===== config.mk =====
export PLATFORM = sky130hd
export DESIGN_NAME = arx_word_rx
export DESIGN_NICKNAME = d
export VERILOG_FILES = /design/src/rtl/arx_pkg.sv /design/src/rtl/arx_line_sync.sv /design/src/rtl/arx_seg_meter.sv /design/src/rtl/arx_framer.sv /design/src/rtl/arx_word_fmt.sv /design/src/rtl/arx_word_rx.sv
export SDC_FILE = /design/constraint.sdc
export NUM_CORES = 1
export LEC_CHECK = 0
export BUFFER_PORTS_ARGS = -buffer_cell sky130_fd_sc_hd__buf_2
export CAP_MARGIN = 5
export CORE_AREA = 2 2 99 101
export CTS_BUF_LIST = sky130_fd_sc_hd__clkbuf_16
export DETAILED_ROUTE_END_ITERATION = 16
export DIE_AREA = 0 0 101 103
export GPL_TIMING_DRIVEN = 0
export PLACE_DENSITY = 0.68
export SLEW_MARGIN = 20
export SYNTH_ARGS = -nofsm -noshare
export SYNTH_HDL_FRONTEND = slang
export SYNTH_SLANG_ARGS = --single-unit

===== constraint.sdc =====
create_clock -name clk -period 2.3 [get_ports clk]
set_input_delay 0.46 -clock clk [delete_from_list [all_inputs] [get_ports clk]]
set_output_delay 0.46 -clock clk [all_outputs]
set_load 0.05 [all_outputs]

===== src/rtl/arx_pkg.sv =====
// Shared types for the ARINC 429 word receiver.
// The line state is coded as {zero_flag, one_flag}, so the synchronized
// comparator flags map onto it directly.
package arx_pkg;

    typedef enum logic [1:0] {
        LN_NULL = 2'b00,
        LN_ONE  = 2'b01,
        LN_ZERO = 2'b10,
        LN_BAD  = 2'b11
    } line_e;

endpackage


===== src/rtl/arx_line_sync.sv =====
// Synchronizes the two asynchronous comparator flags into the clock domain.
// Assumes the flags change slowly compared with clk (at least microseconds
// between changes), so a short skew between the two flags does not matter.
module arx_line_sync
    import arx_pkg::*;
#(
    parameter int STAGES = 2
) (
    input  logic  clk,
    input  logic  rst_n,
    input  logic  lvl_one,
    input  logic  lvl_zero,
    output line_e line_st
);

    logic [1:0] stg [STAGES];

    genvar i;
    generate
        for (i = 0; i < STAGES; i++) begin : g_stage
            if (i == 0) begin : g_first
                // First stage: capture the raw flag pair
                always_ff @(posedge clk) begin
                    if (!rst_n) stg[i] <= 2'b00;
                    else        stg[i] <= {lvl_zero, lvl_one};
                end
            end else begin : g_next
                // Later stages: pass the pair along
                always_ff @(posedge clk) begin
                    if (!rst_n) stg[i] <= 2'b00;
                    else        stg[i] <= stg[i-1];
                end
            end
        end
    endgenerate

    assign line_st = line_e'(stg[STAGES-1]);

endmodule


===== src/rtl/arx_seg_meter.sv =====
// Measures how long the line stays in each state, in ticks of the timing
// reference. When the state changes, it reports the finished segment
// (its kind and its length). It raises gap once when a NULL reaches the
// word-boundary length. The tick seen on the edge where the state changes
// is counted toward the segment that is ending.
module arx_seg_meter
    import arx_pkg::*;
#(
    parameter int CW     = 9,
    parameter int HI_GAP = 40,
    parameter int LO_GAP = 280
) (
    input  logic          clk,
    input  logic          rst_n,
    input  logic          tick,
    input  logic          rate_lo,
    input  line_e         line_st,
    output logic          seg_end,
    output line_e         seg_kind,
    output logic [CW-1:0] seg_len,
    output logic          gap
);

    localparam logic [CW-1:0] CNT_SAT = '1;
    localparam logic [CW-1:0] HI_LIM  = CW'(HI_GAP - 1);
    localparam logic [CW-1:0] LO_LIM  = CW'(LO_GAP - 1);

    line_e         cur;
    logic [CW-1:0] cnt;
    logic [CW-1:0] cnt_inc;
    logic [CW-1:0] gap_lim;

    // Count ticks, saturating; pick the boundary length for the rate
    always_comb begin
        cnt_inc = (tick && cnt != CNT_SAT) ? cnt + CW'(1) : cnt;
        gap_lim = rate_lo ? LO_LIM : HI_LIM;
    end

    // Track the current segment and report its end or a word boundary
    always_ff @(posedge clk) begin
        if (!rst_n) begin
            cur      <= LN_NULL;
            cnt      <= '0;
            seg_end  <= 1'b0;
            seg_kind <= LN_NULL;
            seg_len  <= '0;
            gap      <= 1'b0;
        end else begin
            seg_end <= 1'b0;
            gap     <= tick && cur == LN_NULL && cnt == gap_lim;
            if (line_st != cur) begin
                seg_end  <= 1'b1;
                seg_kind <= cur;
                seg_len  <= cnt_inc;
                cur      <= line_st;
                cnt      <= '0;
            end else begin
                cnt <= cnt_inc;
            end
        end
    end

endmodule


===== src/rtl/arx_framer.sv =====
// Builds a word from the measured segments. Each pulse is checked against
// the pulse-width window and each NULL against the minimum spacing. The
// framer shifts bits in with the first bit ending at position 0 and keeps
// a saturating bit count and a sticky error flag. At a word boundary it
// signals accept when the word was well formed and framing had been
// established, then clears its state for the next word.
module arx_framer
    import arx_pkg::*;
#(
    parameter int WORD_BITS   = 32,
    parameter int BW          = 6,
    parameter int CW          = 9,
    parameter int HI_PW_MIN   = 4,
    parameter int HI_PW_MAX   = 6,
    parameter int LO_PW_MIN   = 34,
    parameter int LO_PW_MAX   = 42,
    parameter int HI_NULL_MIN = 4,
    parameter int LO_NULL_MIN = 24
) (
    input  logic                 clk,
    input  logic                 rst_n,
    input  logic                 rate_lo,
    input  logic                 seg_end,
    input  line_e                seg_kind,
    input  logic [CW-1:0]        seg_len,
    input  logic                 gap,
    output logic                 accept,
    output logic [WORD_BITS-1:0] shreg,
    output logic [BW-1:0]        bcnt
);

    localparam logic [BW-1:0] BCNT_FULL = BW'(WORD_BITS);
    localparam logic [BW-1:0] BCNT_SAT  = BW'(WORD_BITS + 1);

    logic          armed;
    logic          err;
    logic          last_pulse;
    logic [CW-1:0] pw_min;
    logic [CW-1:0] pw_max;
    logic [CW-1:0] nl_min;
    logic          width_ok;

    // Select the windows for the rate and judge the finished segment
    always_comb begin
        pw_min   = rate_lo ? CW'(LO_PW_MIN)   : CW'(HI_PW_MIN);
        pw_max   = rate_lo ? CW'(LO_PW_MAX)   : CW'(HI_PW_MAX);
        nl_min   = rate_lo ? CW'(LO_NULL_MIN) : CW'(HI_NULL_MIN);
        width_ok = seg_len >= pw_min && seg_len <= pw_max;
        accept   = gap && armed && !err && bcnt == BCNT_FULL;
    end

    // Word assembly: the boundary clears, and a segment end updates
    always_ff @(posedge clk) begin
        if (!rst_n) begin
            armed      <= 1'b0;
            err        <= 1'b0;
            last_pulse <= 1'b0;
            bcnt       <= '0;
            shreg      <= '0;
        end else if (gap) begin
            armed      <= 1'b1;
            err        <= 1'b0;
            last_pulse <= 1'b0;
            bcnt       <= '0;
        end else if (seg_end) begin
            case (seg_kind)
                LN_ONE, LN_ZERO: begin
                    if (!width_ok || last_pulse) err <= 1'b1;
                    last_pulse <= 1'b1;
                    shreg      <= {seg_kind == LN_ONE, shreg[WORD_BITS-1:1]};
                    if (bcnt != BCNT_SAT) bcnt <= bcnt + BW'(1);
                end
                LN_NULL: begin
                    last_pulse <= 1'b0;
                    if (seg_len < nl_min) err <= 1'b1;
                end
                default: begin
                    last_pulse <= 1'b0;
                    err        <= 1'b1;
                end
            endcase
        end
    end

endmodule


===== src/rtl/arx_word_fmt.sv =====
// Registers an accepted word for output. In parity mode the last bit is
// replaced by the parity-error flag (set when the ones count is even).
// The mode is sampled in the accept cycle; the output holds between words.
module arx_word_fmt #(
    parameter int WORD_BITS = 32
) (
    input  logic                 clk,
    input  logic                 rst_n,
    input  logic                 accept,
    input  logic                 par_mode,
    input  logic [WORD_BITS-1:0] word_in,
    output logic [WORD_BITS-1:0] word_out,
    output logic                 word_vld,
    output logic                 par_err
);

    logic odd_ones;

    // Odd-parity test over every received bit
    always_comb odd_ones = ^word_in;

    // Output register with the one-cycle strobe
    always_ff @(posedge clk) begin
        if (!rst_n) begin
            word_out <= '0;
            word_vld <= 1'b0;
            par_err  <= 1'b0;
        end else begin
            word_vld <= accept;
            if (accept) begin
                word_out <= par_mode ? {~odd_ones, word_in[WORD_BITS-2:0]} : word_in;
                par_err  <= par_mode & ~odd_ones;
            end
        end
    end

endmodule


===== src/rtl/arx_word_rx.sv =====
// ARINC 429 serial word receiver top: synchronizer, segment meter, framer
// and output formatter. Assumes tick_1us is a one-cycle pulse at 1 MHz and
// that rate_lo and par_mode stay stable while a word is being received.
module arx_word_rx
    import arx_pkg::*;
#(
    parameter int WORD_BITS   = 32,
    parameter int SYNC_STAGES = 2,
    parameter int HI_PW_MIN   = 4,
    parameter int HI_PW_MAX   = 6,
    parameter int LO_PW_MIN   = 34,
    parameter int LO_PW_MAX   = 42,
    parameter int HI_NULL_MIN = 4,
    parameter int LO_NULL_MIN = 24,
    parameter int HI_GAP      = 40,
    parameter int LO_GAP      = 280
) (
    input  logic                 clk,
    input  logic                 rst_n,
    input  logic                 tick_1us,
    input  logic                 rate_lo,
    input  logic                 par_mode,
    input  logic                 lvl_one,
    input  logic                 lvl_zero,
    output logic [WORD_BITS-1:0] word_out,
    output logic                 word_vld,
    output logic                 par_err
);

    localparam int GAP_MAX = (LO_GAP > HI_GAP) ? LO_GAP : HI_GAP;
    localparam int LIM_MAX = (LO_PW_MAX > GAP_MAX) ? LO_PW_MAX : GAP_MAX;
    localparam int CW      = $clog2(LIM_MAX + 2);
    localparam int BW      = $clog2(WORD_BITS + 2);

    line_e                line_st;
    logic                 seg_end;
    line_e                seg_kind;
    logic [CW-1:0]        seg_len;
    logic                 meter_gap;
    logic                 accept;
    logic [WORD_BITS-1:0] frm_word;
    logic [BW-1:0]        frm_bcnt;

    arx_line_sync #(.STAGES(SYNC_STAGES)) u_sync (
        .clk      (clk),
        .rst_n    (rst_n),
        .lvl_one  (lvl_one),
        .lvl_zero (lvl_zero),
        .line_st  (line_st)
    );

    arx_seg_meter #(.CW(CW), .HI_GAP(HI_GAP), .LO_GAP(LO_GAP)) u_meter (
        .clk      (clk),
        .rst_n    (rst_n),
        .tick     (tick_1us),
        .rate_lo  (rate_lo),
        .line_st  (line_st),
        .seg_end  (seg_end),
        .seg_kind (seg_kind),
        .seg_len  (seg_len),
        .gap      (meter_gap)
    );

    arx_framer #(
        .WORD_BITS   (WORD_BITS),
        .BW          (BW),
        .CW          (CW),
        .HI_PW_MIN   (HI_PW_MIN),
        .HI_PW_MAX   (HI_PW_MAX),
        .LO_PW_MIN   (LO_PW_MIN),
        .LO_PW_MAX   (LO_PW_MAX),
        .HI_NULL_MIN (HI_NULL_MIN),
        .LO_NULL_MIN (LO_NULL_MIN)
    ) u_frm (
        .clk      (clk),
        .rst_n    (rst_n),
        .rate_lo  (rate_lo),
        .seg_end  (seg_end),
        .seg_kind (seg_kind),
        .seg_len  (seg_len),
        .gap      (meter_gap),
        .accept   (accept),
        .shreg    (frm_word),
        .bcnt     (frm_bcnt)
    );

    arx_word_fmt #(.WORD_BITS(WORD_BITS)) u_fmt (
        .clk      (clk),
        .rst_n    (rst_n),
        .accept   (accept),
        .par_mode (par_mode),
        .word_in  (frm_word),
        .word_out (word_out),
        .word_vld (word_vld),
        .par_err  (par_err)
    );

endmodule


==> results.md, run 1 <==
* Drt initial violations at 115
* Minimum clock period after layout at slightly above 2 ns
* Worst-path clk slew at approximately 0.07 ns
* CP max stage delay at between 0.3 and 0.4 ns
* Worst setup SP type: flop
* RSZ-0062 raised after global routing: no
* Most frequent cells in the layout: nand2_1 (136), dfxtp_1 (103), a21oi_1 (72), buf_2 (44), nor2_1 (39)
* Number of buffers created by CTS at 9
* Clk sinks at approximately 100
* CTS Hold Bufs at 0
* Number of flops mapped to enable cells by yosys at 0
* CTS Buffer Depth at 2
* Ys async rst share at 0%
* DIE HEIGHT at slightly above 100 um
* Slew Viols, Final at 0
* DRT antenna net count at 0
* Peak VDD IR at approximately 370 uV
* CP delay by family, top: simple AND/OR/NAND/NOR gates
* WP data required at 2.50 ns
* Htree depth at 3
* Cell Rows at 36
* Mean Syn Cell Area at approximately 8.3 um^2
* Netlist cell types at 34
* Syn_nets at 520
* PostCTS Resize Cnt at 0
* GRT Util Overall at approximately 17%
* Commonest register cell after synthesis: dfxtp_1
* Fmax achieved at 490 MHz
* CP arrival at between 2 and 2.5 ns
* CTS tree: built
* Pwr per Cell Area at 771 nW/um^2
* Clk_lat worst skew at about 0.34 ns
* Endpoints failing hold at 0
* Vias in the first global route at roughly 3.2k
* Vias/cell at slightly above 5
* Hold Crit Class: in2reg
* Hold slack at ~0.32 ns
* Layout area overhead at 16.7%
* Grt ovf at 0
* Clock root cell: clkbuf_16
* Post-Syn Area at 4160 um^2
* Warning count from the yosys run at 0
* Die span in x at slightly above 100 um
* Share of layout cells above drive strength 1 at a little under an eighth
* HPWL Detailed at ~6.3 mm
* Post-synthesis sequential area ratio at 49.6%
* Final setup viols at 0
* Initial antenna violation count at 0
* Port Buf Inserts at 40
* Crit Path Max Fanout at 6
* Final Cycle Share at around 89%
* Final Skew at about 0.0091 ns
* Iteration count of the initial detailed-routing pass at 4
* Die Area at around 10000 um^2
* Initial Util at between 40% and 50%
* Fin nets at around 570
* Core ar. at roughly 9500 um^2
* Postcts setup bufs at 0
* Crit-path slowest cell: dfxtp_1
* Num ports at between 40 and 50
* Via count at around 3.4k
* Final Wtd Congestion at roughly 0.8
* Residual DRC at 0
* Largest net degree at the start of global routing at 19
* Cell mode on critical path: ha_1
* Yosys reg bits at a little over 100
* Commonest non-fill, non-tap cell in the layout: nand2_1
* Critical path class: reg2reg
* Max-Cap Viols at 0
* Post-Syn Instances at 500
* Critical path, cell by cell: ha_1 -> nand3_1 -> nor2_1 -> ha_1 -> nor2b_1 -> buf_2 -> and3_1 -> nand4_1 -> xor2_1 -> a211oi_1
* Slew @ Worst Pin at between 0.5 and 0.6 ns
* Routed length per placed instance at 12.7 um
* First-pass GRT wire length at 14.5 mm
* DRT Wirelength at 8.53 mm
* Antenna Cells at 0
* Status: complete, no violations
* Setup crit end kind: flop
* Final setup TNS at 0 ns
* Sum of buffers and inverters on the critical path at 1
* Max_slew headroom at around two thirds
* LEAKAGE at 1.81 nW
-- where the power goes --
part           switching (mW)  internal, mW  total, mW
Clock                   0.685          1.08       1.76
Combinational          0.0963        0.0554      0.152
Sequential             0.0191          1.81       1.83
-- state kept, by name, summed over array words and instances, names as in the netlist --
register          cells
u_fmt.par_err         1
u_meter.cur           2
u_frm.armed           1
u_meter.seg_len       9
u_frm.last_pulse      1
u_frm.err             1
u_meter.seg_kind      2
u_fmt.word_out       32
u_meter.cnt           9
u_fmt.word_vld        1
u_meter.gap           1
u_frm.bcnt            6
u_meter.seg_end       1
u_frm.shreg          32
u_sync.stg            4
-- final timing paths --
kind	start	end	slack (ns)	cells after the start
min reg2reg	u_sync.stg[0][0]	u_sync.stg[1][0]	0.43	1
max	u_meter.cnt[0]	u_meter.seg_len[6]	0.26	10
min	lvl_zero	u_sync.stg[0][1]	0.32	2
max reg2reg	u_meter.cnt[0]	u_meter.seg_len[6]	0.26	10
-- cell usage after synthesis (all sizes together) (2+ instances only) --
master	n	share of area (%)
a211oi	9	1.6
and3	3	0.45
a21oi	72	8.7
nand4b	3	0.63
xnor2	35	7.4
nor2b	4	0.60
dfxtp	103	50
and2	6	0.90
nor3	3	0.36
mux2i	2	0.48
nand4	5	0.75
nand2	136	12
nand3	5	0.60
o21ai	3	0.36
inv	9	0.81
nand2b	2	0.30
ha	13	3.9
nor2	39	3.5
buf	6	0.66
xor2	10	2.1
clkbuf	21	1.9
-- area by class of cell --
cell class	instances	area, um^2
clock buffers	9	225
fillers	901	4600
multi-input cells	360	1950
well taps	114	143
plain buffers	27	106
repair buffers	40	200
flip-flops and latches	103	2060
clock inverters	7	128
inverters	10	37.5
-- stage by stage --
step | area, um^2 | setup slack [ns] | instances | power [mW] | util [%]
after detailed placement | 4500 | 0.197 | 654 | 2.02 | 47.6
after CTS | 4860 | 0.267 | 670 | 3.76 | 51.3
after global routing | 4860 | 0.0657 | 670 | 3.85 | 51.3
final | 4860 | 0.259 | 670 | 3.74 | 51.3
after floorplan | 4160 | 0.502 | 500 | 1.97 | -
after global placement | 4500 | 0.264 | 654 | 2.01 | 47.6
-- worst register-to-register path: stages, from the launching register on --
cell	delay (ns)
dfxtp_1	0.34
ha_1	0.25
nand3_1	0.10
nor2_1	0.05
ha_1	0.17
nor2b_1	0.09
buf_2	0.18
and3_1	0.20
nand4_1	0.12
xor2_1	0.27
a211oi_1	0.12
-- per-layer routing --
layer	share of wire, %	global-route usage, %	vias to the layer above
li1	-	-	1736
met1	49	23.4	1570
met2	46	28.0	86
met3	3.6	3.39	18
met4	2.3	6.76	0
met5	0	0	-
-- logic make-up (layout without fill, tap and decap cells) --
logic type | after synthesis | in the layout | share of synthesized area [%]
AND/OR/NAND/NOR | 213 | 213 | 22.0
flip-flops | 103 | 103 | 49.6
buffers and inverters | 37 | 93 | 3.46
AO/OA/AOI/OAI | 87 | 87 | 11.2
adder cells (fa/ha/maj) | 13 | 13 | 3.91
XOR/XNOR | 45 | 45 | 9.47
multiplexers | 2 | 2 | 0.481
Power figures use the tool's default switching activity.
==> run 2: changes to the inputs <==
--- a/config.mk
+++ b/config.mk
@@ -5,12 +5,13 @@
 export SDC_FILE = /design/constraint.sdc
 export NUM_CORES = 1
 export LEC_CHECK = 0
+export ABC_AREA = 1
 export BUFFER_PORTS_ARGS = -buffer_cell sky130_fd_sc_hd__buf_2
 export CAP_MARGIN = 5
-export CORE_AREA = 2 2 99 101
+export CORE_AREA = 2 2 103 105
 export CTS_BUF_LIST = sky130_fd_sc_hd__clkbuf_16
 export DETAILED_ROUTE_END_ITERATION = 16
-export DIE_AREA = 0 0 101 103
+export DIE_AREA = 0 0 105 107
 export GPL_TIMING_DRIVEN = 0
 export PLACE_DENSITY = 0.68
 export SLEW_MARGIN = 20
==> results.md, run 2 <==
* Hold Crit Class: in2reg
* Max_slew headroom at between 50 and 60%
* Largest net degree at the start of global routing at 17
* Largest registers: u_fmt.word_out: 32 flops, u_frm.shreg: 32 flops
* Top layer in use: met4
* Number of buffers created by CTS at 9
* Netlist cell types at 30
* Syn_nets at 660
* Post-route cell area at roughly 5300 um^2
* Commonest register cell after synthesis: dfxtp_1
* Clk_lat worst skew at between 0.3 and 0.4 ns
* Num ports at between 40 and 50
* Status: complete, no violations
* Final Skew at about 0.0045 ns
* Crit Path Max Fanout at 6
* Minimum clock period after layout at 2.18 ns
* DRT Wirelength at 10.3 mm
* Mean Syn Cell Area at around 7.2 um^2
* Crit path from: u_meter.cnt[1]
* Slew @ Worst Pin at roughly 0.69 ns
* Hold path startpoint: lvl_zero
* Via count at 4151
* Initial Util at between 40% and 50%
* Port Buf Inserts at 40
* Most frequent cells in the layout: nand2_1 (179), dfxtp_1 (101), inv_1 (77), o21ai_0 (72), a21oi_1 (59)
* Final Cycle Share at about 95%
* Initial antenna violation count at 0
* First-pass GRT wire length at roughly 18 mm
* CP arrival at approximately 2.5 ns
* Top post-synthesis cells by area: dfxtp_1 (45%), nand2_1 (15%), o21ai_0 (7.9%)
* Count leader, synth: nand2_1
* Commonest non-fill, non-tap cell in the layout: nand2_1
* Share of the synthesized area in the top cell type at 45.0%
* Critical path class: reg2reg
* Post-Syn Instances at 640
* Endpoints failing hold at 0
* Setup crit end kind: flop
* Post-Route M1 WL at ~4.6 mm
* Vias/cell at around 5
* Share of layout cells above drive strength 1 at between 10% and 20%
* Slew Viols, Final at 0
* Synth top cells by count: nand2_1 (180), dfxtp_1 (103), inv_1 (77)
* Met3 WL at between 300 and 400 um
* Post-synthesis sequential area ratio at between 40% and 50%
* Fmax achieved at ~460 MHz
* Worst-path clk slew at ~0.070 ns
* Yosys top cell by area: dfxtp_1
* Yosys reg bits at between 100 and 150
* Worst r2r src: u_meter.cnt[1]
* Final setup viols at 0
* Max-Cap Viols at 0
* HPWL Detailed at roughly 7.6 mm
* Pwr per Cell Area at approximately 650 nW/um^2
* Grt ovf at 0
* WP data required at about 2.6 ns
* Residual DRC at 0
* Final Wtd Congestion at 0.837
* Htree depth at 3
* Worst setup SP type: flop
* CTS tree: built
* Vias in the first global route at between 4k and 5k
* Clk sinks at just over 100
* DRT antenna net count at 0
* Ys async rst share at 0%
* Drt initial violations at 194
* Cell Rows at 37
* Die Area at 11200 um^2
* DIE HEIGHT at 107 um
* CTS Buffer Depth at 2
* Met2 wire length at between 5 and 6 mm
* Layout area overhead at 16.2%
* Post-Syn Area at about 4600 um^2
* Core ar. at 10100 um^2
* Fin nets at roughly 720
* Post-Place Cell Area at 4950 um^2
* Iteration count of the initial detailed-routing pass at 4
* Die span in x at around 110 um
* Number of flops mapped to enable cells by yosys at 0
* Peak VDD IR at 299 uV
* Post-Place Worst Slack at 0.0763 ns
* Antenna Cells at 0
* Routed length per placed instance at between 10 and 15 um
* Setup ws final at around 0.12 ns
* Clock root cell: clkbuf_16
* Warning count from the yosys run at 0
* LEAKAGE at 2.49 nW
* GRT Util Overall at between 15 and 20%
run 2: cell types whose count changed in the layout (fill, tap and decap cells not counted), moves of 4 or more:
cell | before | now
nand2_1 | 136 | 179
and2_1 | 6 | 0
nor2_1 | 39 | 47
nand3_1 | 5 | 15
a211oi_1 | 9 | 1
clkbuf_1 | 21 | 17
o21ai_0 | 2 | 72
xnor2_1 | 35 | 7
nor2b_1 | 4 | 0
a21oi_1 | 72 | 59
inv_1 | 9 | 77
buf_4 | 0 | 6
o22ai_1 | 1 | 9
run 2: layout make-up:
cell class,instances,area [um^2]
fill,1027,4770
multi-input combinational,436,2160
sequential,103,2060
inverter,78,293
timing repair buffer,46,245
clock buffer,9,225
tap,136,170
buffer,23,100
clock inverter,7,63.8
run 2: cell families (layout without fill, tap and decap cells):
family                   after synthesis  after routing  synth area share [%]
AND/OR/NAND/NOR                      262            262                  23.3
AO/OA/AOI/OAI                        144            144                  16.3
flip-flops                           103            103                  45.0
buffers and inverters                101            163                  8.58
XOR/XNOR                              17             17                  3.25
adder cells (fa/ha/maj)               13             13                  3.55
run 2: worst max-delay path: stages, from the launching register on:
cell and delay [ns]:
dfxtp_2 0.33, ha_4 0.17, nand2_4 0.08, nor3_2 0.05
nand2_1 0.07, nor2_1 0.04, ha_2 0.15, or2_1 0.21
buf_6 0.14, nor3_4 0.21, nand2_2 0.11, nor3_4 0.17
xor2_1 0.18, inv_1 0.10, o22ai_2 0.10
run 2: power by group:
group | total [mW] | internal, mW | leakage [nW] | switching, mW
clock | 1.49 | 0.834 | 0.142 | 0.653
combinational | 0.173 | 0.0599 | 1.52 | 0.114
sequential | 1.82 | 1.80 | 0.832 | 0.0142
total | 3.48 | 2.70 | 2.49 | 0.780
run 2: path summary, 6_finish.rpt:
check | endpoint | slack, ns | cells past startpoint
max | u_meter.seg_len[7] | 0.12 | 14
min | u_sync.stg[0][1] | 0.29 | 3
max reg2reg | u_meter.seg_len[7] | 0.12 | 14
min reg2reg | u_sync.stg[1][1] | 0.41 | 2
run 2: routing by layer:
layer | GRT usage, % | up-vias
met3 | 2.92 | 16
li1 | - | 2163
met4 | 8.19 | 0
met5 | 0 | -
met2 | 34.3 | 59
met1 | 23.1 | 1913
run 2: through the flow:
| stage | util [%] | std cells | setup TNS, ns | power (mW) | hold slack [ns] |
|---|---|---|---|---|---|
| after floorplan | - | 640 | 0 | 1.97 | 0.390 |
| after global placement | 49.0 | 816 | 0 | 2.02 | 0.395 |
| after detailed placement | 49.0 | 816 | 0 | 2.02 | 0.400 |
| after CTS | 51.9 | 832 | 0 | 3.50 | 0.288 |
| after global routing | 52.7 | 838 | -0.0144 | 3.59 | 0.302 |
| final | 52.7 | 838 | 0 | 3.48 | 0.292 |
run 2: what timing repair did:
item | CTS | global route
hold buffers | 0 | 0
gates resized for setup | 0 | 9
buffers inserted | 0 | 6
endpoints found under the hold margin | 0 | 0
endpoints found under the setup margin | 0 | 2
